`config.mk`:
```
export PLATFORM = sky130hd
export DESIGN_NAME = sdiv_top
export DESIGN_NICKNAME = d
export VERILOG_FILES = /design/src/rtl/sdiv_pkg.sv /design/src/rtl/sdiv_ctrl.sv /design/src/rtl/sdiv_dpath.sv /design/src/rtl/sdiv_top.sv
export SDC_FILE = /design/constraint.sdc
export NUM_CORES = 1
export LEC_CHECK = 0
export BUFFER_PORTS_ARGS = -buffer_cell sky130_fd_sc_hd__buf_4
export CORE_MARGIN = 2
export CORE_UTILIZATION = 60
export DETAILED_ROUTE_END_ITERATION = 7
export PLACE_DENSITY = 0.79
export SYNTH_ARGS = -nofsm -noshare
export SYNTH_HDL_FRONTEND = slang
export SYNTH_SLANG_ARGS = --single-unit
```
`constraint.sdc`:
```
create_clock -name clk -period 3.4 [get_ports clk]
set_input_delay 0.34 -clock clk [delete_from_list [all_inputs] [get_ports clk]]
set_output_delay 0.34 -clock clk [all_outputs]
set_load 0.1 [all_outputs]
```
`src/rtl/sdiv_pkg.sv`:
```
package sdiv_pkg;
  localparam int unsigned DATA_W = 32;
  localparam int unsigned DIV_W  = 16;
  localparam int unsigned ADDR_W = 5;

  localparam logic [2:0] WORD_DIVIDEND = 3'd0;
  localparam logic [2:0] WORD_DIVISOR  = 3'd1;
  localparam logic [2:0] WORD_QUOT     = 3'd2;
  localparam logic [2:0] WORD_REM      = 3'd3;
  localparam logic [2:0] WORD_STATUS   = 3'd4;

  typedef enum logic [1:0] {
    ST_IDLE = 2'd0,
    ST_RUN  = 2'd1,
    ST_FIN  = 2'd2
  } engState_e;

  typedef struct packed {
    logic load;
    logic step;
    logic finish;
    logic zeroRes;
  } engStrobe_t;
endpackage

```
`src/rtl/sdiv_ctrl.sv`:
```
module sdiv_ctrl
  import sdiv_pkg::*;
#(
  parameter int unsigned ITER = 32
) (
  input  logic       clk,
  input  logic       rst_n,
  input  logic       startReq,
  input  logic       zeroReq,
  output logic       busy,
  output engStrobe_t strb
);
  localparam int unsigned CNT_W = (ITER > 1) ? $clog2(ITER) : 1;
  localparam logic [CNT_W-1:0] LAST = CNT_W'(ITER - 1);

  engState_e state;
  logic [CNT_W-1:0] stepCnt;

  always_comb begin
    strb = '0;
    strb.load    = startReq && !zeroReq;
    strb.zeroRes = startReq && zeroReq;
    strb.step    = (state == ST_RUN) && !startReq;
    strb.finish  = (state == ST_FIN) && !startReq;
  end

  assign busy = (state != ST_IDLE);

  always_ff @(posedge clk or negedge rst_n) begin
    if (!rst_n) begin
      state   <= ST_IDLE;
      stepCnt <= '0;
    end else if (startReq) begin
      state   <= zeroReq ? ST_IDLE : ST_RUN;
      stepCnt <= '0;
    end else begin
      case (state)
        ST_RUN: begin
          stepCnt <= stepCnt + 1'b1;
          if (stepCnt == LAST) state <= ST_FIN;
        end
        ST_FIN:  state <= ST_IDLE;
        default: state <= ST_IDLE;
      endcase
    end
  end
endmodule

```
`src/rtl/sdiv_dpath.sv`:
```
module sdiv_dpath
  import sdiv_pkg::*;
#(
  parameter int unsigned DW = DATA_W,
  parameter int unsigned VW = DIV_W
) (
  input  logic          clk,
  input  logic          rst_n,
  input  logic          wrDividend,
  input  logic          wrDivisor,
  input  logic [DW-1:0] wrData,
  input  engStrobe_t    strb,
  output logic [DW-1:0] dividendVal,
  output logic [VW-1:0] divisorVal,
  output logic [DW-1:0] quotVal,
  output logic [VW-1:0] remVal,
  output logic          zeroFlag
);
  logic [DW-1:0] qShift;
  logic [VW:0]   remAcc;
  logic [VW-1:0] dMag;
  logic          negQ, negR;

  logic [VW-1:0] newDivisor;
  logic [DW-1:0] dvdMag;
  logic [VW:0]   partial;
  logic [VW:0]   diff;
  logic          fits;

  assign newDivisor = wrData[VW-1:0];
  assign dvdMag     = dividendVal[DW-1] ? (~dividendVal + 1'b1) : dividendVal;
  assign partial    = {remAcc[VW-1:0], qShift[DW-1]};
  assign fits       = partial >= {1'b0, dMag};
  assign diff       = partial - {1'b0, dMag};

  always_ff @(posedge clk or negedge rst_n) begin
    if (!rst_n) begin
      dividendVal <= '0;
      divisorVal  <= '0;
      zeroFlag    <= 1'b0;
    end else begin
      if (wrDividend) dividendVal <= wrData;
      if (wrDivisor) begin
        divisorVal <= newDivisor;
        zeroFlag   <= (newDivisor == '0);
      end
    end
  end

  always_ff @(posedge clk or negedge rst_n) begin
    if (!rst_n) begin
      qShift <= '0;
      remAcc <= '0;
      dMag   <= '0;
      negQ   <= 1'b0;
      negR   <= 1'b0;
    end else if (strb.load) begin
      qShift <= dvdMag;
      remAcc <= '0;
      dMag   <= newDivisor[VW-1] ? (~newDivisor + 1'b1) : newDivisor;
      negQ   <= dividendVal[DW-1] ^ newDivisor[VW-1];
      negR   <= dividendVal[DW-1];
    end else if (strb.step) begin
      remAcc <= fits ? diff : partial;
      qShift <= {qShift[DW-2:0], fits};
    end
  end

  always_ff @(posedge clk or negedge rst_n) begin
    if (!rst_n) begin
      quotVal <= '0;
      remVal  <= '0;
    end else if (strb.zeroRes) begin
      quotVal <= '1;
      remVal  <= dividendVal[VW-1:0];
    end else if (strb.finish) begin
      quotVal <= negQ ? (~qShift + 1'b1) : qShift;
      remVal  <= negR ? (~remAcc[VW-1:0] + 1'b1) : remAcc[VW-1:0];
    end
  end
endmodule

```
`src/rtl/sdiv_top.sv`:
```
module sdiv_top
  import sdiv_pkg::*;
#(
  parameter int unsigned DW = DATA_W,
  parameter int unsigned VW = DIV_W,
  parameter int unsigned AW = ADDR_W
) (
  input  logic          clk,
  input  logic          rst_n,
  input  logic          wrEn,
  input  logic [AW-1:0] addr,
  input  logic [DW-1:0] wrData,
  output logic [DW-1:0] rdData
);
  logic          aligned;
  logic [2:0]    wordSel;
  logic          wrDividend, wrDivisor, busy, zeroFlag;
  logic [DW-1:0] dividendVal, quotVal;
  logic [VW-1:0] divisorVal, remVal;
  engStrobe_t    strb;

  assign aligned    = (addr[1:0] == 2'b00);
  assign wordSel    = addr[4:2];
  assign wrDividend = wrEn && aligned && (wordSel == WORD_DIVIDEND);
  assign wrDivisor  = wrEn && aligned && (wordSel == WORD_DIVISOR);

  sdiv_ctrl #(.ITER(DW)) u_ctrl (
    .clk      (clk),
    .rst_n    (rst_n),
    .startReq (wrDivisor),
    .zeroReq  (wrData[VW-1:0] == '0),
    .busy     (busy),
    .strb     (strb)
  );

  sdiv_dpath #(.DW(DW), .VW(VW)) u_dpath (
    .clk         (clk),
    .rst_n       (rst_n),
    .wrDividend  (wrDividend),
    .wrDivisor   (wrDivisor),
    .wrData      (wrData),
    .strb        (strb),
    .dividendVal (dividendVal),
    .divisorVal  (divisorVal),
    .quotVal     (quotVal),
    .remVal      (remVal),
    .zeroFlag    (zeroFlag)
  );

  always_comb begin
    rdData = '0;
    if (aligned) begin
      case (wordSel)
        WORD_DIVIDEND: rdData = dividendVal;
        WORD_DIVISOR:  rdData = {{(DW-VW){1'b0}}, divisorVal};
        WORD_QUOT:     rdData = quotVal;
        WORD_REM:      rdData = {{(DW-VW){remVal[VW-1]}}, remVal};
        WORD_STATUS:   rdData = {{(DW-2){1'b0}}, zeroFlag, busy};
        default:       rdData = '0;
      endcase
    end
  end
endmodule

```
==> results_dict.tcl, run 1 <==
set metrics [dict create \
    status "finished with violations" \
    violations "hold timing" \
    drc 0 \
    drtAntennaViolNets 0 \
    vias 8769 \
    die-area_um2 17900 \
    fmax_ghz 0.349 \
    h-tree-depth 4 \
    yosysUniqueCellTypes 56 \
    rows 47 \
    min_period_ns 2.86 \
    wirelength_mm 27.7 \
    start_util_pct 61.3 \
    netlist_area_um2 10100 \
    gp_congestion 0.961 \
    die_w_um 134 \
    synthMuxAreaShare_pct 7.82 \
    antenna_found_initial 0 \
    dr.pass1.iters 7 \
    post_cts_resize_count 0 \
    finalSetupTns_ns 0 \
    synth_simple_gate_area_share_pct 16.5 \
    criticalPathCategory "flip-flop to flip-flop" \
    p_leak_uw 0.00513 \
    core_area_um2 16500 \
    worstSetupStartpointType "flip-flop" \
    synth_edf_count 0 \
    grt_pass1_vias 8481 \
    diodes 0 \
    clk_pin_slew_ns 0.07 \
    dr.first_iter.drc_count 771 \
    hold_path_class "primary input to asynchronous set/reset pin" \
    crit_arrival_ns 3.17 \
    synth_fp_nets 1186 \
    synthArstFlopShare_pct 100 \
    post-cts-setup-buffers 0 \
    grt_max_degree 87 \
    fp.dieH_um 134 \
    crit_path_start "u_dpath.remAcc[1]$_DFFE_PN0P_" \
    avgSynthCellArea_um2 9.02 \
    synth_cells 1123 \
    worst_ep_required_time_ns 3.71 \
    synth-xor-area-share_pct 8.91 \
    cts_root_buf "clkbuf_16" \
    cp-end-kind "flip-flop" \
    area_delta_synth_final_pct 14.1 \
    power_density_nw_per_um2 729 \
    fin_skew_ns 0.00872 \
    tightest_slew_ns 1.08 \
    synth_top_family_by_area "compound AO/OA/AOI/OAI gates" \
    cts_tree "built" \
    setup_violations 0 \
    hold_ws_ns -0.0103 \
    synth_compound_area_share_pct 18.0 \
    gr-total-overflow 0 \
    yosysWarnings 0 \
    synth_ff_type "dfrtp_1" \
    grtUsageTotal_pct 31.6 \
    seq_area_frac_synth_pct 42.0 \
    drive_gt1_share_pct 17.7 \
    grt_first_pass_wirelength_mm 44.3 \
    post_drt_wl_per_cell_um 19.8 \
    p_total_uw 8420 \
    period_share_pct 84.2 \
    numCtsBuffers 17 \
    rsz0062_at_grt "no" \
    slew_headroom_pct 28.2 \
    irDropWorstVdd_mv 0.637 \
    max-cap-violations 0 \
    vias_per_cell 6.27 \
    slew_violations 0 \
    worstPathMaxFanout 29 \
    ctsHoldBuffers 0 \
    ys_ff_latch 170 \
    hold_violations 3 \
    io_pins 72 \
    clock-sinks 170 \
    numPortBuffers 71 \
    synth-adder-area-share_pct 2.92 \
    insertion_delay_ns 0.43 \
    nets 1229 \
    cts_buffer_depth 2 \
    r2r-start "u_dpath.remAcc[1]$_DFFE_PN0P_" \
    post-dp-hpwl_mm 19.6 \
]
logic make-up after synthesis:
| group | Yosys count |
|---|---|
| AOI/OAI and AO/OA | 300 |
| xor gates and xnor gates | 103 |
| adders and majority gates | 23 |
| buffers and inverters | 104 |
| DFF | 170 |
| muxes | 59 |
| and+or+nand+nor | 364 |
power breakdown:
group / switching (µW) / internal, µW / leakage (µW) / total (µW)
Sequential: 704 / 2560 / 0.00222 / 3260
Combinational: 1890 / 1390 / 0.00263 / 3270
Clock: 867 / 1020 / 0.000271 / 1890
Total: 3460 / 4970 / 0.00513 / 8420
critical path: stages (launching register included):
cell and delay [ns]:
dfrtp_1 0.46, ha_1 0.40, o211ai_1 0.19, a21oi_1 0.08, o21ai_0 0.40, o21ai_0 0.30, a31oi_2 0.26, buf_4 0.34
nor2_1 0.10, a21oi_1 0.13, o21ai_0 0.09
cell type report:
class	instances	area [µm²]
multi-input cells	849	5580
fillers	1277	4970
flip-flops and latches	170	4250
repair buffers	97	769
clock buffers	17	425
well taps	220	275
clock inverters	15	141
inverters	31	116
path summary, 6_finish.rpt:
| check | slack [ns] | depth (start not counted) | end |
|---|---|---|---|
| max | 0.54 | 10 | u_dpath.remAcc[12]$_DFFE_PN0P_ |
| min reg2reg | 0.49 | 2 | u_dpath.dMag[5]$_DFFE_PN0P_ |
| max reg2reg | 0.54 | 10 | u_dpath.remAcc[12]$_DFFE_PN0P_ |
| min | -0.01 | 1 | u_dpath.quotVal[11]$_DFFE_PN0P_ |
| min in group clk | 0.14 | 2 | u_dpath.dividendVal[26]$_DFFE_PN0P_ |
| max in group asynchronous | 2.40 | 2 | u_dpath.qShift[0]$_DFFE_PN0P_ |
cells in the mapped netlist, drive strengths merged (5+ instances only):
library cell / instances / area share, %
a21oi: 77 / 3.8
a221o: 7 / 0.70
a22oi: 34 / 2.5
a31oi: 17 / 1.1
and3: 20 / 1.2
buf: 13 / 0.52
clkbuf: 60 / 2.2
dfrtp: 170 / 42
ha: 22 / 2.7
inv: 30 / 1.1
mux2: 31 / 3.4
mux2i: 15 / 1.5
mux4: 13 / 2.9
nand2: 153 / 5.7
nand2b: 9 / 0.56
nand3: 23 / 1.1
nand4: 6 / 0.37
nor2: 89 / 3.4
nor2b: 7 / 0.43
nor3: 18 / 0.89
nor4: 5 / 0.31
o21ai: 113 / 5.6
o31ai: 25 / 2.0
o41ai: 10 / 0.94
or3: 9 / 0.62
or4: 14 / 1.1
xnor2: 40 / 3.5
xor2: 63 / 5.4
registers in the layout, summed over array words and instances (netlist names):
| signal | cells |
|---|---|
| u_dpath.quotVal | 32 |
| u_dpath.negQ | 1 |
| u_dpath.negR | 1 |
| u_dpath.qShift | 32 |
| u_ctrl.state | 2 |
| u_dpath.zeroFlag | 1 |
| u_dpath.dMag | 16 |
| u_dpath.remAcc | 16 |
| u_dpath.divisorVal | 16 |
| u_dpath.remVal | 16 |
| u_dpath.dividendVal | 32 |
| u_ctrl.stepCnt | 5 |
placed cells by master, fill, tap and decap left out, drive strengths merged, types with 5 or more instances in the layout:
| cell | synthesis | layout |
|---|---|---|
| xnor2 | 40 | 40 |
| a22oi | 34 | 34 |
| mux4 | 13 | 13 |
| clkinv | 1 | 6 |
| a31oi | 17 | 17 |
| o31ai | 25 | 25 |
| mux2i | 15 | 15 |
| o41ai | 10 | 10 |
| inv | 30 | 36 |
| nor2 | 89 | 89 |
| nand2b | 9 | 9 |
| dfrtp | 170 | 170 |
| nand4 | 6 | 6 |
| o21ai | 113 | 113 |
| nor2b | 7 | 7 |
| a221o | 7 | 7 |
| or4 | 14 | 14 |
| a21oi | 77 | 77 |
| and3 | 20 | 20 |
| nand3 | 23 | 23 |
| mux2 | 31 | 31 |
| nor3 | 18 | 18 |
| or3 | 9 | 9 |
| clkbuf | 60 | 17 |
| buf | 13 | 97 |
| xor2 | 63 | 63 |
| ha | 22 | 22 |
| nand2 | 153 | 153 |
| nor4 | 5 | 5 |
metrics by stage:
| stage | area, µm² | cells | setup slack (ns) | utilization (%) |
|---|---|---|---|---|
| floorplan | 10200 | 1123 | 0.0977 | - |
| global placement | 11000 | 1367 | 0.579 | 66.5 |
| detailed placement | 11000 | 1367 | 0.549 | 66.5 |
| CTS | 11600 | 1399 | 0.600 | 69.9 |
| global route | 11600 | 1399 | 0.405 | 69.9 |
| finish | 11600 | 1399 | 0.537 | 69.9 |
per-layer routing:
layer  track usage [%]  wire length (µm)  vias to the layer above
met2              53.0             13600                      362
met1              42.4             11400                     4297
met3              5.93              2100                       42
met5                 0                 0                        -
met4              8.39               501                        0
li1                  -                 -                     4068
Note: power is estimated with default switching activity, not from simulation.
==> inputs of run 2 (changes only) <==
Settings changed: ABC_AREA set to 1.
Clock period 3.4 ns to 3 ns, I/O delays scaled along.
==> run 2 against run 1 <==
  * The run now ends clean
  * Largest power group unchanged
  * Die area rose by 12%
  * Register-to-register slack got worse by 0.26 ns
  * Setup slack lost 0.26 ns
  * Highest routed layer is now met5
  * Critical path type unchanged
  * Power grew 30%
  * Via count grew 35%
==> results_dict.tcl, run 2 <==
set metrics [dict create \
    status "complete, no violations" \
    final_area_um2 12700 \
    cts_buffer_depth 2 \
    layout_common_cells "nand2_1 (461), inv_1 (234), nor2_1 (182), dfrtp_1 (170), nand3_1 (169)" \
    final_cells 1982 \
    grt_pass1_vias 10600 \
    setup_violations 0 \
    die_w_um 142 \
    rsz0062_at_grt "no" \
    die-area_um2 20100 \
    avgSynthCellArea_um2 6.76 \
    fp.dieH_um 142 \
    start_util_pct 61.0 \
    whs_path_depth 3 \
    r2r_end "u_dpath.remAcc[15]$_DFFE_PN0P_" \
    netlist_area_um2 11400 \
    numCtsBuffers 17 \
    criticalPathCategory "flip-flop to flip-flop" \
    dpl_cell_area_um2 12100 \
    holdPathEnd "u_dpath.dividendVal[28]$_DFFE_PN0P_" \
    finalSetupTns_ns 0 \
    cts_root_buf "clkbuf_16" \
    seq_area_frac_synth_pct 37.4 \
    worst_path_largest_cell_delay_ns 0.56 \
    insertion_delay_ns 0.45 \
    layout_commonest_cell "nand2_1" \
    drtAntennaViolNets 0 \
    cp_top_family "simple AND/OR/NAND/NOR gates" \
    p_leak_uw 0.00660 \
    min_period_ns 2.72 \
    crit_slowest_cell "nor2_2" \
    r2r-start "u_dpath.remAcc[11]$_DFFE_PN0P_" \
    max-cap-violations 0 \
    antenna_found_initial 0 \
    synth_edf_count 0 \
    synth_most_common_cell "nand2_1" \
    clock-sinks 170 \
    hold_path_class "primary input to flip-flop" \
    largestRegisters "u_dpath.dividendVal (32), u_dpath.qShift (32), u_dpath.quotVal (32)" \
    clk_pin_slew_ns 0.08 \
    fmax_ghz 0.367 \
    grt_first_pass_wirelength_mm 58.6 \
    grtUsageTotal_pct 38.1 \
    r2r_cells 11 \
    dr.pass1.iters 7 \
    hold_violations 0 \
    min_from "wrData[28]" \
    gp_congestion 1.02 \
    r2r_slack_ns 0.28 \
    path_buf_inv 0 \
    diodes 0 \
    worst_ep_required_time_ns 3.34 \
    rows 50 \
    fin_skew_ns 0.0139 \
    ys_top_cells_by_count "nand2_1 (462), inv_1 (234), nor2_1 (182)" \
    post_drt_wl_per_cell_um 18.9 \
    post-cts-setup-buffers 0 \
    power_density_nw_per_um2 860 \
    drc 0 \
    post-place-cells 1949 \
    cp-end-kind "flip-flop" \
    synth_ff_type "dfrtp_1" \
    post-dp-hpwl_mm 27.6 \
    synth_fp_nets 1747 \
    cts_tree "built" \
    yosysWarnings 0 \
    core_area_um2 18600 \
    crit_path_cell_trace "ha_1 -> a21oi_1 -> nand2_1 -> nand2_1 -> nand2_1 -> nor2_2 -> nand2_2 -> nand2_1 -> nand2_1 -> nand2_1 -> nand2_1" \
    synth_top_cell_by_area "dfrtp_1" \
    worstSetupStartpointType "flip-flop" \
    worstPathMaxFanout 17 \
    numPortBuffers 71 \
    post_cts_resize_count 0 \
    area_delta_synth_final_pct 11.7 \
    slew_violations 0 \
    path_common_cell "nand2_1" \
    vias 11800 \
    synth_top_area_share_pct 37.4 \
    vias_per_cell 5.98 \
    wirelength_mm 37.4 \
    nets 1798 \
    gr-total-overflow 0 \
    grt_max_degree 90 \
    slew_headroom_pct 27.6 \
    h-tree-depth 4 \
    io_pins 72 \
    ctsHoldBuffers 1 \
    drive_gt1_share_pct 8.58 \
    synth_cells 1684 \
    synth_area_leaders "dfrtp_1 (37%), nand2_1 (15%), inv_1 (7.7%), nand3_1 (7.4%), nor2_1 (6.0%)" \
    dr.first_iter.drc_count 2012 \
    synthArstFlopShare_pct 100 \
    ys_ff_latch 170 \
    irDropWorstVdd_mv 0.525 \
    tightest_slew_ns 1.08 \
    yosysUniqueCellTypes 47 \
    crit_arrival_ns 3.06 \
    p_total_uw 10900 \
    period_share_pct 90.7 \
]
## run 2: per-layer routing
layer	share of wire (%)	track usage, %	wire [µm]	vias up
met4	3.1	11.6	1150	2
met3	13	11.4	4940	87
met2	41	52.8	15300	725
li1	-	-	-	5533
met5	0.17	2.51	65	-
met1	43	57.0	15900	5501
## run 2: cell families (layout without fill, tap and decap cells)
group           after synthesis  count (layout)  share of synthesized area (%)
simple gates                857             857                           31.5
buf+inv                     304             368                           10.8
compound gates              285             285                           14.3
flops                       170             170                           37.4
xor+xnor                     45              45                           3.46
fa+ha+maj                    23              23                           2.60
## run 2: layout make-up
| type | count | area, µm² |
|---|---|---|
| Fill cell | 1652 | 5930 |
| Multi-Input combinational cell | 1210 | 5900 |
| Sequential cell | 170 | 4250 |
| Inverter | 242 | 918 |
| Timing Repair Buffer | 94 | 724 |
| Clock buffer | 17 | 425 |
| Tap cell | 234 | 293 |
| Clock inverter | 15 | 193 |
## run 2: worst max path at each step
stage	from	to	cells after the start
floorplan	addr[3]	rdData[1]	4
global placement	addr[0]	u_dpath.qShift[26]$_DFFE_PN0P_	12
detailed placement	addr[0]	u_dpath.qShift[26]$_DFFE_PN0P_	12
CTS	u_dpath.remAcc[11]$_DFFE_PN0P_	u_dpath.remAcc[15]$_DFFE_PN0P_	11
global route	u_dpath.remAcc[11]$_DFFE_PN0P_	u_dpath.remAcc[15]$_DFFE_PN0P_	11
finish	u_dpath.remAcc[11]$_DFFE_PN0P_	u_dpath.remAcc[15]$_DFFE_PN0P_	11
## run 2: power breakdown
group,internal [µW],switching (µW)
clock,1140,1160
combinational,1690,3530
sequential,2800,596
## run 2: worst register-to-register path, stage by stage (launching register included)
cell     delay, ns
dfrtp_1       0.44
ha_1          0.38
a21oi_1       0.24
nand2_1       0.10
nand2_1       0.06
nand2_1       0.06
nor2_2        0.56
nand2_2       0.40
nand2_1       0.20
nand2_1       0.07
nand2_1       0.05
nand2_1       0.04
## run 2: stage by stage
| step | util (%) | worst slack [ns] | hold slack (ns) |
|---|---|---|---|
| floorplan | - | 0.166 | 0.00441 |
| global placement | 64.8 | 0.293 | 0.436 |
| detailed placement | 64.8 | 0.247 | 0.436 |
| CTS | 68.2 | 0.361 | 0.0847 |
| global route | 68.2 | 0.0763 | 0.0943 |
| finish | 68.2 | 0.278 | 0.0862 |
